[src/rtl/lfsr_byte_gen.sv]
module lfsr_byte_gen #(
  parameter int WIDTH = 8,
  parameter int STEPS = 8,
  parameter logic [WIDTH-1:0] TAPS = 8'h8E,
  parameter logic [WIDTH-1:0] SEED = 8'h01
) (
  input  logic             clk,
  input  logic             rst_n,
  input  logic             load,
  input  logic [WIDTH-1:0] load_data,
  output logic [WIDTH-1:0] pattern
);

  function automatic logic [WIDTH-1:0] leap(input logic [WIDTH-1:0] s);
    logic [WIDTH-1:0] v;
    v = s;
    for (int k = 0; k < STEPS; k++)
      v = {v[WIDTH-2:0], ^(v & TAPS)};
    return v;
  endfunction

  logic [WIDTH-1:0] state;
  logic [WIDTH-1:0] state_nxt;

  assign state_nxt = load ? load_data : leap(state);
  assign pattern   = state;

  always_ff @(posedge clk) begin
    if (!rst_n) state <= SEED;
    else        state <= state_nxt;
  end

endmodule

[config.mk]
export PLATFORM = sky130hd
export DESIGN_NAME = lfsr_byte_gen
export DESIGN_NICKNAME = d
export VERILOG_FILES = /design/src/rtl/lfsr_byte_gen.sv
export SDC_FILE = /design/constraint.sdc
export NUM_CORES = 1
export LEC_CHECK = 0
export BUFFER_PORTS_ARGS = -buffer_cell sky130_fd_sc_hd__buf_4
export CAP_MARGIN = 30
export CORE_AREA = 2 2 39 41
export CTS_CLUSTER_SIZE = 14
export DETAILED_ROUTE_END_ITERATION = 8
export DIE_AREA = 0 0 41 43
export MAX_ROUTING_LAYER = met4
export SLEW_MARGIN = 40
export SYNTH_ARGS = -nofsm -noshare
export SYNTH_HDL_FRONTEND = slang
export SYNTH_SLANG_ARGS = --single-unit
[constraint.sdc]
create_clock -name clk -period 3.45 [get_ports clk]
set_clock_uncertainty 0.05 [all_clocks]
set_input_delay 0.1725 -clock clk [delete_from_list [all_inputs] [get_ports clk]]
set_output_delay 0.1725 -clock clk [all_outputs]
set_load 0.005 [all_outputs]
==> results.tsv, run 1 <==
stage	metric	value	unit
worst_setup_path	critPathMaxStageDelay	0.43	ns
power	clkPwrFrac	13.9	%
die	core-area	1384	sq um
power	p_seq_share	29.0	%
route	wl_per_cell	10.81	microns
min_path	holdPathStages	3	
synthesis	syn-num-nets	59	
synthesis	synth_area_per_cell	9.514	sq um
sta	fmax	0.6502	GHz
route	first_pass_iters	3	
die	die_w	41	microns
sta	timing.hold.ws	0.09090	ns
place	port_buffers	18	
synthesis	yosys_warnings	0	
clock_network	insertion_delay	0.26	ns
sta	setup_slack	1.912	ns
route	ant_nets	0	
clock_network	postCtsHoldBufs	0	
place	dpl_cell_area	608.1	sq um
synthesis	synth.top_cells.by_area	dfxtp_1 (35%), xnor2_1 (19%), and2_1 (8.2%), o21ai_0 (7.7%), nand2_1 (5.8%)	
flow_run	drv.max_cap_violation_count	0	
worst_setup_path	required	3.59	ns
clock_network	cts_tree	done	
synthesis	synth_top_area_share	35.07	%
sta	hold_violations	0	
clock_network	cts_root_buf	clkbuf_4	
die	die_h	43	microns
min_path	hold_start	load_data[0]	
place	dp_hpwl	697.6	microns
power	powerDensity	856.5	nW/um^2
global_route	track_usage	12.69	%
power	pwr-share-comb	57.1	%
route	dr_total_vias	364	
clock_network	cts_resized	0	
synthesis	synth_cell_types	13	
cells_and_area	drive_above_1_share	33.82	%
worst_setup_path	worstPathArrival	1.68	ns
worst_setup_path	crit_slowest_cell	dfxtp_1	
synthesis	yosysSeqAreaShare	35.07	%
power	internal_power	0.3594	mW
min_path	min_path_type	input port to register	
clock_network	post_cts_buffers	0	
worst_setup_path	rr_worst_depth	4	
cells_and_area	largest_register_ffs	8	
cells_and_area	layout.nets	81	
power	p_sw	0.1807	mW
place	globalplace.congestion	0.7176	
worst_setup_path	cp_top_family	XOR/XNOR gates	
cells_and_area	syn_to_final_growth	38.08	%
synthesis	netlist_area	456.7	sq um
global_route	grt_pass1_wl	1.380	mm
die	dieArea	1763	sq um
power	vdd_drop_max	0.3292	mV
sta	drv_slew	0	
power	cellLeakagePower	0.2886	nW
route	via_per_inst	4.333	
synthesis	ys_ff_latch	8	
worst_setup_path	cp-end-kind	register	
run_status	outcome	finished, final reports clean	
clock_network	htree_levels	1	
clock_network	path_clk_slew	0.05	ns
worst_setup_path	crit_type	register to register	
sta	fin_tns_setup	0	ns
sta	slew_headroom	75.37	%
sta	tightest_slew	0.3668	ns
synthesis	yosysTopAreaCell	dfxtp_1	
die	rows	14	
clock_network	cts.sinks	8	
place	dp_slack	1.918	ns
sta	min_period	1.538	ns
synthesis	synthCells	48	
sta	rsz0062_at_grt	no	
global_route	antenna_found_initial	0	
route	drc_errors	0	
worst_setup_path	rr_endpoint	pattern[1]	
global_route	grt_max_degree	16	
global_route	gr-total-overflow	0	
sta	period_share	44.58	%
cells_and_area	post-route-cell-area	630.6	sq um
worst_setup_path	r2r_start	pattern[7]	
cells_and_area	layout_commonest_cell	buf_4	
global_route	first_global_vias	317	
route	drt_iter0_drc	8	
die	pin_count	19	
worst_setup_path	path_cells	xor2_2 > xor3_2 > xnor3_1 > a21oi_1	
worst_setup_path	start_kind	register	
route	drt-total-wl	908	microns
cells_and_area	n_antenna_cell	0	
clock_network	numCtsBuffers	3	
worst_setup_path	worst-path-buf-inv	0	
power	swShare	33.46	%
cells_and_area	layout_common_cells	buf_4 (18), xnor2_1 (10), dfxtp_1 (8)	
worst_setup_path	crit_fanout	4	
clock_network	clock_tree.buffer_depth	2	
sta	setup_viol	0	
min_path	hold_end	pattern[0]	
die	initial_core_util	33.00	%
worst_setup_path	rrSetupSlack	1.91	ns
-- per-layer routing --
layer  vias up  share of wire [%]  track usage, %
li1        195                  -               -
met4         0                2.0           6.000
met5         -                  0               -
met1       151                 47           17.21
met2        16                 43           15.31
met3         2                8.1           6.283
-- power groups by stage --
stage	Combinational [mW]	Clock (mW)	Sequential, mW
floorplan	0.233	0	0.157
global placement	0.310	0	0.159
detailed placement	0.313	0	0.160
CTS	0.315	0.0771	0.158
global route	0.343	0.0834	0.163
finish	0.309	0.0751	0.156
-- synth_stat cells --
| master | instances |
|---|---|
| xor2_1 | 3 |
| xor2_2 | 1 |
| and2_1 | 6 |
| xor3_2 | 1 |
| o21ai_0 | 7 |
| inv_1 | 1 |
| xnor2_1 | 10 |
| o211ai_1 | 1 |
| dfxtp_1 | 8 |
| a21oi_1 | 1 |
| xnor3_1 | 1 |
| nand2_1 | 7 |
| clkbuf_1 | 1 |
-- tightest hold or removal path: cells and delay by family --
family	cells	cell delay (ns)
buffers and inverters	1	0.07
AOI/OAI and AO/OA	1	0.07
and+or+nand+nor	1	0.04
-- final cells by class --
| type | instances | area (sq um) |
|---|---|---|
| Inverter | 1 | 3.754 |
| Sequential cell | 8 | 160.2 |
| Clock buffer | 3 | 22.52 |
| Tap cell | 16 | 20.02 |
| Multi-Input combinational cell | 38 | 289.0 |
| Fill cell | 142 | 753.2 |
| Timing Repair Buffer | 18 | 135.1 |
-- through the flow --
| step | total power [mW] | util (%) | instances |
|---|---|---|---|
| 2_1_floorplan | 0.3900 | - | 48 |
| 3_3_place_gp | 0.4693 | 43.94 | 81 |
| 3_5_place_dp | 0.4729 | 43.94 | 81 |
| 4_1_cts | 0.5500 | 45.57 | 84 |
| 5_1_grt | 0.5896 | 45.57 | 84 |
| 6_report | 0.5401 | 45.57 | 84 |
-- worst max path at each step --
stage,startpoint,end,slack (ns),cells after the start
after floorplan,pattern[7],pattern[1],2.01,4
after global placement,pattern[7],pattern[1],1.92,4
after detailed placement,pattern[7],pattern[1],1.92,4
after CTS,pattern[7],pattern[1],1.89,4
after global routing,pattern[7],pattern[1],1.80,4
final,pattern[7],pattern[1],1.91,4
-- logic make-up after synthesis --
group                     synth area share [%]
xor gates and xnor gates                 38.90
and+or+nand+nor                          13.97
DFF                                      35.07
buffers and inverters                    1.642
AOI/OAI and AO/OA                        10.41
(Power assumes the default switching activity.)
==> inputs of run 2 (changes only) <==
Settings changed: ABC_AREA set to 1, CORE_AREA 2 2 39 41 to unset, CORE_UTILIZATION set to 45, DIE_AREA 0 0 41 43 to unset, PLACE_DENSITY set to 0.73.
Clock period 3.45 ns to 1.3 ns, I/O delays scaled along.
==> run 2 against run 1 <==
  * The run now ends with setup timing left
  * Register-to-register slack lost 2.4 ns
  * Wire length grew to 3.6 times the previous value
  * Count of clock-buffer cells in the layout grew 1
  * Synthesized cell count grew to 2.6 times the previous value
  * Global-route usage grew 17 points
  * Sequential share of layout area shrank 11 points
  * Sequential power grew to 3.5 times the previous value
  * Critical path type unchanged
  * Critical endpoint unchanged
  * Largest cell class unchanged
  * Highest routed layer unchanged
==> results.tsv, run 2 <==
stage	metric	value	unit
synthesis	yosys_warnings	0	
clock_network	insertion_delay	0.28	ns
place	dpl_cell_area	938.4	sq um
worst_setup_path	worst-path-buf-inv	2	
worst_setup_path	cp-end-kind	register	
sta	slew_headroom	72.54	%
global_route	first_global_vias	769	
clock_network	clock_tree.buffer_depth	2	
worst_setup_path	cp_top_family	simple AND/OR/NAND/NOR gates	
sta	min_period	1.766	ns
place	port_buffers	18	
synthesis	synth_cell_types	13	
power	vdd_drop_max	1.886	mV
route	first_pass_iters	4	
clock_network	cts_root_buf	clkbuf_4	
die	pin_count	19	
clock_network	cts.sinks	8	
synthesis	syn-num-nets	136	
worst_setup_path	critPathMaxStageDelay	0.37	ns
power	powerDensity	3143	nW/um^2
die	core-area	1350	sq um
clock_network	cts_tree	done	
sta	rsz0062_at_grt	yes	
synthesis	synth_edf_count	0	
synthesis	ys_ff_latch	8	
synthesis	netlist_area	676.9	sq um
place	dp_hpwl	1.425	mm
global_route	grt_pass1_wl	3.049	mm
synthesis	async_reset_ff_share	0	%
worst_setup_path	crit_fanout	6	
sta	fmax	0.5662	GHz
run_status	violations	setup timing	
sta	drv_slew	0	
clock_network	htree_levels	1	
synthesis	synth_top_area_share	32.72	%
worst_setup_path	path_cells	nor2_1 > inv_1 > nand2_1 > nand2_2 > nand2_2 > nand2_2 > nand2_2 > nand2_4 > nand3_2 > nand2_1 > nand2_1 > nand3_1 > nand2_1 > inv_1	
synthesis	yosysSeqAreaShare	23.66	%
flow_run	drv.max_cap_violation_count	0	
run_status	outcome	complete, but fails checks	
global_route	antenna_found_initial	0	
route	drt_iter0_drc	48	
sta	fin_tns_setup	-2.067	ns
route	wl_per_cell	16.97	microns
worst_setup_path	start_kind	register	
cells_and_area	layout_common_cells	buf_4 (41), nand2_1 (36), nand2_2 (24)	
synthesis	synth_area_per_cell	5.415	sq um
worst_setup_path	worstPathArrival	1.89	ns
sta	tightest_slew	0.4115	ns
clock_network	path_clk_slew	0.07	ns
route	drc_errors	0	
worst_setup_path	crit_slowest_cell	dfxtp_4	
route	dr_total_vias	1091	
global_route	track_usage	29.84	%
synthesis	synth_most_common_cell	nand2_1	
min_path	min_path_type	input port to register	
synthesis	synthCells	125	
place	globalplace.congestion	0.8684	
die	dieArea	1663	sq um
global_route	gr-total-overflow	0	
global_route	grt_max_degree	16	
worst_setup_path	required	1.43	ns
die	die_h	40.79	microns
power	cellLeakagePower	0.7110	nW
die	initial_core_util	50.14	%
cells_and_area	syn_to_final_growth	88.17	%
sta	period_share	135.9	%
sta	setup_viol	8	
sta	setup_slack	-0.4663	ns
cells_and_area	largest_register_ffs	8	
route	ant_nets	0	
cells_and_area	layout_commonest_cell	buf_4	
cells_and_area	final_util	94.35	%
synthesis	synthTopCellsByCount	nand2_1 (59), inv_1 (16), nand2_2 (9)	
cells_and_area	n_antenna_cell	0	
synthesis	synth.top_cells.by_area	nand2_1 (33%), dfxtp_1 (24%), inv_1 (8.9%), nand2_2 (8.3%), nand3_1 (5.9%)	
clock_network	numCtsBuffers	3	
route	drt-total-wl	3.225	mm
sta	hold_violations	0	
cells_and_area	layout.nets	187	
route	via_per_inst	5.742	
cells_and_area	drive_above_1_share	56.57	%
cells_and_area	nFillCells	44	
synthesis	yosysTopAreaCell	nand2_1	
worst_setup_path	crit_type	register to register	
cells_and_area	post-route-cell-area	1274	sq um
die	die_w	40.79	microns
die	rows	13	
synthesis	yosys_most_used_dff	dfxtp_1	
[run 2: cell count changes in the layout (fill, tap and decap cells not counted), moves of 4 or more]
| cell | delta |
|---|---|
| nand2_1 | +29 |
| nand2_2 | +24 |
| buf_4 | +23 |
| inv_1 | +10 |
| xnor2_1 | -10 |
| dfxtp_1 | -7 |
| nand2_4 | +7 |
| and2_1 | -6 |
| dfxtp_4 | +6 |
| nor2_1 | +6 |
| inv_4 | +5 |
| dlygate4sd3_1 | +4 |
| nand3_1 | +4 |
| nand3_2 | +4 |
[run 2: worst min-delay path, cell delays in order]
cell	delay, ns
buf_4	0.08
o211ai_1	0.10
inv_1	0.09
[run 2: layout make-up]
type                            instances  area (sq um)  share of cell area (%)
Inverter                               19         83.83                   6.582
Sequential cell                         8         183.9                   14.44
Clock buffer                            4         26.28                   2.063
Tap cell                               15         18.77                   1.473
Timing Repair Buffer                   47         370.4                   29.08
Multi-Input combinational cell         97         590.6                   46.37
[run 2: report_power, final]
group	leakage, nW	internal [mW]	switching (mW)
clock network	0.0150	0.119	0.113
registers	0.0700	0.362	0.184
logic	0.626	1.47	1.75
total	0.711	1.95	2.05
[run 2: cells by family (layout without fill, tap and decap cells)]
logic type / Yosys count / after routing / synth area share (%)
AO/OA/AOI/OAI: 11 / 11 / 9.242
buffers and inverters: 20 / 70 / 11.65
XOR/XNOR: 4 / 4 / 5.177
flip-flops: 8 / 8 / 23.66
AND/OR/NAND/NOR: 82 / 82 / 50.28
[run 2: timing repair]
| item | 4_1_cts | 5_1_grt |
|---|---|---|
| resized for setup | 26 | 30 |
| setup buffers | 7 | 5 |
| pin swaps | 8 | 18 |
| setup endpoints to repair | 5 | 8 |
| endpoints found under the hold margin | 3 | 0 |
| hold buffers | 4 | 0 |
| cloned | 0 | 0 |
[run 2: path summary, 6_finish.rpt]
path	from	end	slack, ns	cells after the start
worst max-delay path	pattern[6]	pattern[1]	-0.47	14
worst min-delay path	load_data[5]	pattern[5]	0.04	3
worst max register to register	pattern[6]	pattern[1]	-0.47	14
worst min register to register	pattern[1]	pattern[1]	0.77	5
[run 2: routing by layer]
layer  vias to the layer above  wire (microns)  track usage, %
met4                         0             196           15.00
li1                        486               -               -
met3                        31             312           2.717
met5                         -               0               -
met2                        87            1559           57.81
met1                       487            1157           28.57
[run 2: metrics by stage]
| stage | power [mW] | instances | setup WS [ns] | hold WS (ns) |
|---|---|---|---|---|
| final | 4.004 | 190 | -0.4663 | 0.03664 |
| after global routing | 4.164 | 190 | -0.5158 | 0.06586 |
| after CTS | 3.095 | 185 | -0.2717 | 0.01142 |
| after detailed placement | 2.412 | 170 | -0.3017 | 0.2422 |
| after global placement | 2.357 | 170 | -0.2313 | 0.2327 |
| after floorplan | 1.665 | 125 | -0.09753 | 0.1307 |
==> inputs of run 3 (changes only) <==
Settings changed: CORE_MARGIN set to 4.
==> run 3 against run 2 <==
  * The flow still finishes with violations (setup timing)
  * Critical path depth increased by 2
  * Design area decreased by 9.0%
  * Via count decreased by 18%
  * Sequential cell count unchanged
  * Global-route usage decreased by 8.3 points
  * Setup slack improved by 0.14 ns
  * Utilization decreased by 9.5 points
  * Clock power decreased by 11%
  * Critical path type unchanged
==> results.tsv, run 3 (synthesis results as in run 2) <==
stage	metric	value	unit
clock_network	clock_tree.buffer_depth	2	
min_path	hold_start	load_data[5]	
worst_setup_path	worstPathArrival	1.74	ns
global_route	gr-total-overflow	0	
sta	fin_tns_setup	-1.027	ns
worst_setup_path	cp-end-kind	register	
run_status	outcome	complete, but fails checks	
route	ant_nets	0	
clock_network	cts_root_buf	clkbuf_4	
clock_network	insertion_delay	0.26	ns
die	rows	13	
sta	setup_slack	-0.3246	ns
clock_network	cts_tree	done	
die	pin_count	19	
sta	period_share	125.0	%
power	vdd_drop_max	1.590	mV
die	core-area	1366	sq um
route	via_per_inst	4.828	
route	drc_errors	0	
sta	tightest_slew	0.3727	ns
cells_and_area	syn_to_final_growth	71.16	%
cells_and_area	layout_commonest_cell	nand2_1	
min_path	hold_end	pattern[5]	
place	dp_hpwl	1.392	mm
clock_network	htree_levels	1	
worst_setup_path	rrSetupSlack	-0.32	ns
flow_run	drv.max_cap_violation_count	0	
clock_network	cts.sinks	8	
global_route	first_global_vias	779	
global_route	grt_pass1_wl	3.270	mm
global_route	track_usage	21.57	%
place	globalplace.congestion	0.9075	
min_path	holdPathStages	3	
cells_and_area	nFillCells	84	
sta	drv_slew	0	
power	powerDensity	2837	nW/um^2
cells_and_area	final_util	84.80	%
cells_and_area	layout_common_cells	nand2_1 (44), buf_4 (39), nand2_2 (23)	
clock_network	numCtsBuffers	3	
cells_and_area	layout.nets	183	
cells_and_area	n_antenna_cell	0	
route	first_pass_iters	4	
sta	hold_violations	0	
route	drt-total-wl	2.073	mm
global_route	grt_max_degree	16	
cells_and_area	drive_above_1_share	50.88	%
route	drt_iter0_drc	20	
route	dr_total_vias	898	
sta	rsz0062_at_grt	yes	
die	dieArea	2189	sq um
cells_and_area	largest_register_ffs	8	
sta	fmax	0.6155	GHz
worst_setup_path	required	1.41	ns
clock_network	path_clk_slew	0.06	ns
worst_setup_path	rr_worst_depth	16	
global_route	antenna_found_initial	0	
sta	setup_viol	7	
run_status	violations	setup timing	
worst_setup_path	crit_type	register to register	
power	cellLeakagePower	0.6594	nW
die	die_w	46.79	microns
worst_setup_path	rr_endpoint	pattern[1]	
sta	slew_headroom	75.13	%
min_path	min_path_type	input port to register	
worst_setup_path	r2r_start	pattern[7]	
worst_setup_path	start_kind	register	
route	wl_per_cell	11.15	microns
die	die_h	46.79	microns
place	port_buffers	18	
sta	min_period	1.625	ns
die	initial_core_util	49.54	%
worst_setup_path	crit_fanout	5	
[run 3: per-layer routing]
| metal | up-vias | GRT usage [%] | wire [microns] |
|---|---|---|---|
| met4 | 0 | 6.630 | 63 |
| met1 | 383 | 26.38 | 891 |
| met5 | - | - | 0 |
| li1 | 468 | - | - |
| met3 | 9 | 3.831 | 126 |
| met2 | 38 | 35.77 | 991 |
[run 3: power by group]
group          internal, mW  switching (mW)  total (mW)
clock                 0.118          0.0894       0.207
sequential            0.360           0.149       0.509
combinational          1.26            1.31        2.57
[run 3: worst max-delay path by stage]
stage | startpoint | endpoint | slack (ns) | cells past startpoint
floorplan | pattern[1] | pattern[1] | -0.1 | 15
global placement | pattern[0] | pattern[1] | -0.24 | 15
detailed placement | pattern[7] | pattern[1] | -0.30 | 13
CTS | pattern[1] | pattern[1] | -0.23 | 16
global route | pattern[1] | pattern[1] | -0.46 | 16
finish | pattern[7] | pattern[1] | -0.32 | 16
[run 3: layout make-up]
cell class,count,area [sq um],share of cell area (%)
inverter,19,83.83,7.235
timing repair buffer,43,332.8,28.73
sequential,8,181.4,15.66
multi-input combinational,97,515.5,44.49
clock buffer,4,26.28,2.268
tap,15,18.77,1.620
[run 3: what timing repair did]
item | 4_1_cts | 5_1_grt
endpoints found under the hold margin | 3 | 0
hold buffers | 4 | 0
pin swaps | 11 | 19
setup buffers | 4 | 4
gates resized for setup | 24 | 12
setup endpoints to repair | 5 | 8
[run 3: worst max-delay path, stage by stage, from the launching register on]
cell and delay (ns):
dfxtp_4 0.37, inv_4 0.07, nand2_2 0.06, nand2_4 0.11, inv_4 0.05, nand2_2 0.06, nand2_1 0.06, nand2_2 0.09
nand2_2 0.06, nand2_2 0.09, nand2_2 0.06, nand2_2 0.08, nand2_1 0.05, nand2_1 0.08, nand3_1 0.09, nand2_1 0.08
inv_1 0.03
[run 3: stage by stage]
| stage | instances | hold WS, ns | setup slack (ns) | total power [mW] | area, sq um |
|---|---|---|---|---|---|
| after floorplan | 125 | 0.1307 | -0.09753 | 1.665 | 694.4 |
| after global placement | 170 | 0.2350 | -0.2375 | 2.359 | 938.4 |
| after detailed placement | 170 | 0.2398 | -0.2956 | 2.390 | 938.4 |
| after CTS | 182 | 0.02077 | -0.2346 | 2.964 | 1102 |
| after global routing | 186 | 0.02941 | -0.4586 | 3.601 | 1159 |
| final | 186 | 0.02193 | -0.3246 | 3.287 | 1159 |
